===== src/rtl/evg_pkg.sv =====
package evg_pkg;

   typedef enum logic [1:0] {
      EDGE_FALL = 2'b00,
      EDGE_RISE = 2'b01,
      EDGE_BOTH = 2'b10,
      EDGE_ANY  = 2'b11
   } edge_sel_e;

   // register addresses
   localparam logic [1:0] REG_CTRL   = 2'd0;
   localparam logic [1:0] REG_FLAG   = 2'd1;
   localparam logic [1:0] REG_CNT_LO = 2'd2;
   localparam logic [1:0] REG_CNT_HI = 2'd3;

   // control register fields
   localparam int CTRL_SEL_BIT  = 0;
   localparam int CTRL_EDGE_LSB = 1;
   localparam int CTRL_IEN_BIT  = 3;

   // flag register fields
   localparam int FLAG_REQ_BIT = 0;
   localparam int FLAG_CLR_BIT = 1;

endpackage


===== src/rtl/evg_sync.sv =====
module evg_sync #(
   parameter int WIDTH  = 1,
   parameter int STAGES = 2
) (
   input  logic             clk,
   input  logic             rst_n,
   input  logic [WIDTH-1:0] d,
   output logic [WIDTH-1:0] q
);

   logic [WIDTH-1:0] stage_q [STAGES];

   for (genvar s = 0; s < STAGES; s++) begin : g_stage
      always_ff @(posedge clk or negedge rst_n) begin
         if (!rst_n) begin
            stage_q[s] <= '0;
         end else begin
            if (s == 0) stage_q[s] <= d;
            else        stage_q[s] <= stage_q[(s == 0) ? 0 : s-1];
         end
      end
   end

   assign q = stage_q[STAGES-1];

endmodule


===== src/rtl/evg_edge.sv =====
module evg_edge
   import evg_pkg::*;
(
   input  logic      clk,
   input  logic      rst_n,
   input  logic      lvl,
   input  edge_sel_e edge_sel,
   input  logic      reseed,
   input  logic      reseed_lvl,
   output logic      hit
);

   logic prev_q;
   logic rise_en, fall_en;

   always_ff @(posedge clk or negedge rst_n) begin
      if (!rst_n)      prev_q <= 1'b0;
      else if (reseed) prev_q <= reseed_lvl;
      else             prev_q <= lvl;
   end

   assign rise_en = (edge_sel != EDGE_FALL);
   assign fall_en = (edge_sel != EDGE_RISE);
   assign hit     = (rise_en & lvl & ~prev_q) | (fall_en & ~lvl & prev_q);

endmodule


===== src/rtl/evg_cascade.sv =====
module evg_cascade #(
   parameter int CNT_W = 8
) (
   input  logic             clk,
   input  logic             rst_n,
   input  logic             clr,
   input  logic             inc,
   output logic [CNT_W-1:0] lo,
   output logic [CNT_W-1:0] hi
);

   logic carry;
   assign carry = inc & (&lo);

   always_ff @(posedge clk or negedge rst_n) begin
      if (!rst_n) begin
         lo <= '0;
         hi <= '0;
      end else if (clr) begin
         lo <= '0;
         hi <= '0;
      end else begin
         if (inc)   lo <= lo + 1'b1;
         if (carry) hi <= hi + 1'b1;
      end
   end

endmodule


===== src/rtl/gated_event_counter.sv =====
module gated_event_counter
   import evg_pkg::*;
#(
   parameter int CNT_W       = 8,
   parameter int DATA_W      = 8,
   parameter int SYNC_STAGES = 2,
   parameter bit PWM_SYNC    = 1'b0,
   parameter int VEC_W       = 8,
   parameter int VECTOR_ID   = 6
) (
   input  logic              clk,
   input  logic              rst_n,
   input  logic              wr_en,
   input  logic [1:0]        addr,
   input  logic [DATA_W-1:0] wdata,
   output logic [DATA_W-1:0] rdata,
   input  logic              evt_i,
   input  logic              gate_pin_i,
   input  logic              pwm_i,
   output logic              irq_o,
   output logic [VEC_W-1:0]  vec_o
);

   localparam int CTRL_W = CTRL_IEN_BIT + 1;

   if (SYNC_STAGES < 2) begin : g_bad_sync
      $error("SYNC_STAGES must be at least 2");
   end
   if (DATA_W < CNT_W || DATA_W < CTRL_W) begin : g_bad_data
      $error("DATA_W too narrow for counter or control fields");
   end
   if (VECTOR_ID >= (1 << VEC_W)) begin : g_bad_vec
      $error("VECTOR_ID does not fit VEC_W");
   end

   logic              gate_sel_q;
   edge_sel_e         edge_q;
   logic              irq_en_q;
   logic              flag_q;
   logic              wr_ctrl, wr_flag;
   logic              ext_lvl, evt_s, pwm_lvl;
   logic              evt_prev_q, evt_pulse;
   logic              gate_lvl, next_lvl, reseed, edge_hit;
   logic [CNT_W-1:0]  cnt_lo, cnt_hi;
   logic              wdata_unused;

   assign wdata_unused = ^wdata;
   assign wr_ctrl = wr_en && (addr == REG_CTRL);
   assign wr_flag = wr_en && (addr == REG_FLAG);

   // synchronizers for the pin-side inputs
   evg_sync #(.WIDTH(2), .STAGES(SYNC_STAGES)) u_pin_sync (
      .clk (clk),
      .rst_n (rst_n),
      .d   ({gate_pin_i, evt_i}),
      .q   ({ext_lvl, evt_s})
   );

   if (PWM_SYNC) begin : g_pwm_sync
      evg_sync #(.WIDTH(1), .STAGES(SYNC_STAGES)) u_pwm_sync (
         .clk (clk),
         .rst_n (rst_n),
         .d   (pwm_i),
         .q   (pwm_lvl)
      );
   end else begin : g_pwm_direct
      assign pwm_lvl = pwm_i;
   end

   // event rising-edge pulse
   always_ff @(posedge clk or negedge rst_n) begin
      if (!rst_n) evt_prev_q <= 1'b0;
      else        evt_prev_q <= evt_s;
   end
   assign evt_pulse = evt_s & ~evt_prev_q;

   // gate selection; a source switch reseeds the edge history
   assign gate_lvl = gate_sel_q ? pwm_lvl : ext_lvl;
   assign next_lvl = wdata[CTRL_SEL_BIT] ? pwm_lvl : ext_lvl;
   assign reseed   = wr_ctrl && (wdata[CTRL_SEL_BIT] != gate_sel_q);

   evg_edge u_edge (
      .clk        (clk),
      .rst_n      (rst_n),
      .lvl        (gate_lvl),
      .edge_sel   (edge_q),
      .reseed     (reseed),
      .reseed_lvl (next_lvl),
      .hit        (edge_hit)
   );

   evg_cascade #(.CNT_W(CNT_W)) u_cnt (
      .clk   (clk),
      .rst_n (rst_n),
      .clr   (wr_flag & wdata[FLAG_CLR_BIT]),
      .inc   (evt_pulse & gate_lvl),
      .lo    (cnt_lo),
      .hi    (cnt_hi)
   );

   // control and flag registers
   always_ff @(posedge clk or negedge rst_n) begin
      if (!rst_n) begin
         gate_sel_q <= 1'b0;
         edge_q     <= EDGE_FALL;
         irq_en_q   <= 1'b0;
      end else if (wr_ctrl) begin
         gate_sel_q <= wdata[CTRL_SEL_BIT];
         edge_q     <= edge_sel_e'(wdata[CTRL_EDGE_LSB +: 2]);
         irq_en_q   <= wdata[CTRL_IEN_BIT];
      end
   end

   always_ff @(posedge clk or negedge rst_n) begin
      if (!rst_n)                               flag_q <= 1'b0;
      else if (edge_hit)                        flag_q <= 1'b1;
      else if (wr_flag && !wdata[FLAG_REQ_BIT]) flag_q <= 1'b0;
   end

   assign irq_o = flag_q & irq_en_q;
   assign vec_o = VEC_W'(VECTOR_ID);

   always_comb begin
      unique case (addr)
         REG_CTRL:   rdata = DATA_W'({irq_en_q, edge_q, gate_sel_q});
         REG_FLAG:   rdata = DATA_W'(flag_q);
         REG_CNT_LO: rdata = DATA_W'(cnt_lo);
         default:    rdata = DATA_W'(cnt_hi);
      endcase
   end

endmodule


===== config.mk =====
export PLATFORM = sky130hd
export DESIGN_NAME = gated_event_counter
export DESIGN_NICKNAME = d
export VERILOG_FILES = /design/src/rtl/evg_pkg.sv /design/src/rtl/evg_sync.sv /design/src/rtl/evg_edge.sv /design/src/rtl/evg_cascade.sv /design/src/rtl/gated_event_counter.sv
export SDC_FILE = /design/constraint.sdc
export NUM_CORES = 1
export LEC_CHECK = 0
export ABC_AREA = 1
export CORE_ASPECT_RATIO = 0.5
export CORE_MARGIN = 2
export CORE_UTILIZATION = 60
export CTS_BUF_LIST = sky130_fd_sc_hd__clkbuf_4 sky130_fd_sc_hd__clkbuf_8 sky130_fd_sc_hd__clkbuf_16
export CTS_CLUSTER_DIAMETER = 200
export CTS_CLUSTER_SIZE = 25
export DETAILED_ROUTE_END_ITERATION = 8
export DONT_BUFFER_PORTS = 1
export PLACE_DENSITY_LB_ADDON = 0.3
export REMOVE_ABC_BUFFERS = 1
export SLEW_MARGIN = 20
export SYNTH_ARGS = -nofsm -noshare
export SYNTH_HDL_FRONTEND = slang
export SYNTH_SLANG_ARGS = --single-unit

===== constraint.sdc =====
create_clock -name clk -period 2.13 [get_ports clk]
set_input_delay 0.3195 -clock clk [delete_from_list [all_inputs] [get_ports clk]]
set_output_delay 0.3195 -clock clk [all_outputs]
set_load 0.02 [all_outputs]

==> flow_metrics.py <==
metrics = {
    "grt": {
        "grt-ovfl-total": 0,
        "grt_max_degree": 28,
        "grt_usage_pct": 21.5,
        "grt_pass1_vias": 1246,
        "grt_pass1_wl_mm": 5.56,
        "antenna_found_initial": 0,
    },
    "timing": {
        "rsz0062_at_grt": "no",
        "skew_ns": 0.00279,
        "hold_ws_ns": 0.0596,
        "tightest_slew_ns": 0.684,
        "tns_ns": 0,
        "hold_viol": 0,
        "period_needed_ns": 1.64,
        "setup_viol": 0,
        "drv_slew": 0,
        "min_period_over_period_pct": 77.1,
        "fmax_ghz": 0.609,
        "relSlewSlack_pct": 53.9,
    },
    "floorplan": {
        "die-area_um2": 3330,
        "fp.dieW_um": 79.7,
        "start_util_pct": 64.8,
        "io_pins": 33,
        "core_area_um2": 2650,
        "die_h_um": 41.8,
        "rows": 13,
    },
    "worst_hold_path": {
        "min_from": "gate_pin_i",
        "hold_path_class": "input pin to register",
    },
    "yosys": {
        "synthArstFlopShare_pct": 100,
        "syn_inst": 228,
        "synth_area_um2": 1720,
        "synth_area_leaders": "dfrtp_1 (39%), nand2_1 (13%), nand3_1 (7.9%), inv_1 (6.1%), buf_4 (3.9%)",
        "synth_cell_types": 27,
        "yosys_warnings": 0,
        "synth_area_leader_cell": "dfrtp_1",
        "synth_commonest_cells": "nand2_1 (58), inv_1 (28), dfrtp_1 (27), nand3_1 (27), nor2_1 (15)",
        "synth_top_cell_area_share_pct": 39.3,
        "synth_most_common_cell": "nand2_1",
        "synth_edf_count": 0,
        "ys_ff_latch": 27,
        "ys.flop_type": "dfrtp_1",
        "syn_avg_cell_area_um2": 7.53,
        "seq_area_frac_synth_pct": 39.3,
    },
    "clock_tree": {
        "cts_max_level": 1,
        "clockBufferDepth": 2,
        "insertion_delay_ns": 0.28,
        "cts_tree": "built",
        "cts_inserted_buffers": 3,
        "clock_sinks": 27,
        "cts_root_buf": "clkbuf_8",
        "cts_setup_buffers": 0,
        "clk_pin_slew_ns": 0.09,
    },
    "critical_path": {
        "crit_path_top_delay_cell": "o21ai_0",
        "crit_required_ns": 1.81,
        "critical_path.endpoint_type": "primary output",
        "cp-start-kind": "register",
        "cp-startpoint": "u_cnt.hi[0]",
        "path_cells": "inv_1 > o21ai_0",
        "critPathMaxFanout": 4,
        "cp.arrival_ns": 1.32,
        "reg2reg_from": "u_cnt.lo[1]",
        "critPathMaxStageDelay_ns": 0.57,
        "critPathKind": "register to primary output",
    },
    "power_and_ir_drop": {
        "leakage_nw": 0.944,
        "p_comb_share_pct": 22.9,
        "ir_drop_mv": 0.369,
        "p_sw_share_pct": 34.2,
        "internal-power_mw": 0.790,
        "p_clk_share_pct": 24.7,
        "power.density_nw_per_um2": 666,
        "switching_power_mw": 0.411,
        "finalPower_mw": 1.20,
        "p_seq_share_pct": 52.4,
    },
    "cells_and_area": {
        "n_fill_cell": 214,
        "layout-drive-gt1-share_pct": 13.9,
        "n_antenna_cell": 0,
        "area_growth_pct": 4.95,
        "nets": 250,
    },
    "drt": {
        "vias_per_cell": 5.22,
        "wl_per_cell_um": 12.4,
        "drtPass1Iterations": 4,
        "drc": 0,
        "vias": 1399,
        "drtAntennaViolNets": 0,
        "drt-total-wl_mm": 3.31,
        "drtIter0Drc": 116,
    },
    "placed_design": {
        "portBuffers": 0,
        "place.gp.congestion": 0.794,
        "dp_hpwl_mm": 2.46,
    },
    "outcome": {
        "status": "finished clean",
    },
    "job": {
        "drv_cap": 0,
    },
}
## stage by stage
step	util (%)	std cells	setup slack [ns]	area [um^2]
floorplan	-	223	0.886	1660
global placement	65.0	262	0.751	1720
detailed placement	65.0	262	0.735	1720
CTS	68.0	268	0.480	1800
global route	68.0	268	0.398	1800
finish	68.0	268	0.487	1800
## flip-flops by register name, indices dropped and copies added (netlist names)
| register | cells |
|---|---|
| u_pin_sync.q | 2 |
| evt_prev_q | 1 |
| u_edge.prev_q | 1 |
| gate_sel_q | 1 |
| edge_q | 2 |
| u_cnt.hi | 8 |
| irq_en_q | 1 |
| flag_q | 1 |
| u_pin_sync.stage_q | 2 |
| u_cnt.lo | 8 |
## layout make-up
class	instances	area, um^2	area share, %
multi-input combinational	164	867	48.1
sequential	27	676	37.5
inverter	32	120	6.66
tap	37	46.3	2.57
timing repair buffer	4	45.0	2.50
clock buffer	3	41.3	2.29
clock inverter	1	7.51	0.416
## cells in the final DEF, fill, tap and decap left out
cell           netlist  routed
nand2_1             58      58
inv_1               28      28
nand3_1             27      27
dfrtp_1             27      27
nor2_1              15      15
o21ai_0             11      11
nand2_2              8       8
conb_1               2       8
o21ai_1              6       6
nor2_2               4       4
inv_2                3       3
o211ai_1             3       3
nor2_4               3       3
nand2_4              3       3
nand4_1              3       3
clkbuf_8             0       3
a21oi_1              2       2
o22ai_1              2       2
o221ai_1             2       2
nor2_8               2       2
nand3b_1             2       2
ha_1                 2       2
buf_4                9       2
clkinv_1             1       1
nand4_4              1       1
xor2_1               1       1
o21ai_2              1       1
clkinvlp_4           0       1
buf_12               0       1
dlygate4sd3_1        0       1
## logic make-up (layout without fill, tap and decap cells)
family	count (synthesis)	in the layout	synth area share (%)
simple gates	126	126	37.7
buf+inv	43	40	11.5
compound gates	27	27	9.10
flops	27	27	39.3
fa+ha+maj	2	2	1.46
other cells	2	8	0.437
xor+xnor	1	1	0.510
## power by group through the flow
stage	sequential [mW]	combinational [mW]	clock [mW]
floorplan	0.625	0.220	0
global placement	0.636	0.251	0
detailed placement	0.639	0.259	0
CTS	0.629	0.276	0.309
global route	0.639	0.313	0.337
finish	0.629	0.275	0.297
## critical path, delay by kind of cell (launching register included)
| family | cells | cell delay (ns) |
|---|---|---|
| flip-flops | 1 | 0.40 |
| buffers and inverters | 1 | 0.08 |
| AO/OA/AOI/OAI | 1 | 0.57 |
## routing by layer
layer	up-vias	global-route usage, %	wire length (um)
met3	3	6.09	231
met5	-	0	0
met2	44	35.1	1520
met1	634	29.3	1540
li1	718	-	-
met4	0	3.10	16
## final timing paths
| check | end | slack, ns | cells past startpoint |
|---|---|---|---|
| worst min register to register | u_pin_sync.q[0] | 0.35 | 0 |
| worst max register to register | u_cnt.hi[0] | 0.80 | 8 |
| worst min-delay path | u_pin_sync.stage_q[3] | 0.06 | 0 |
| max in group asynchronous | u_cnt.lo[1] | 1.48 | 2 |
| min in group asynchronous | u_cnt.hi[7] | 0.50 | 2 |
| worst max-delay path | rdata[0] | 0.49 | 2 |
## what timing repair did
action / 4_1_cts / 5_1_grt
endpoints found under the setup margin: 0 / 0
resized for setup: 0 / 0
hold buffers: 2 / 0
hold endpoints to repair: 27 / 0
Power figures use the tool's default switching activity.
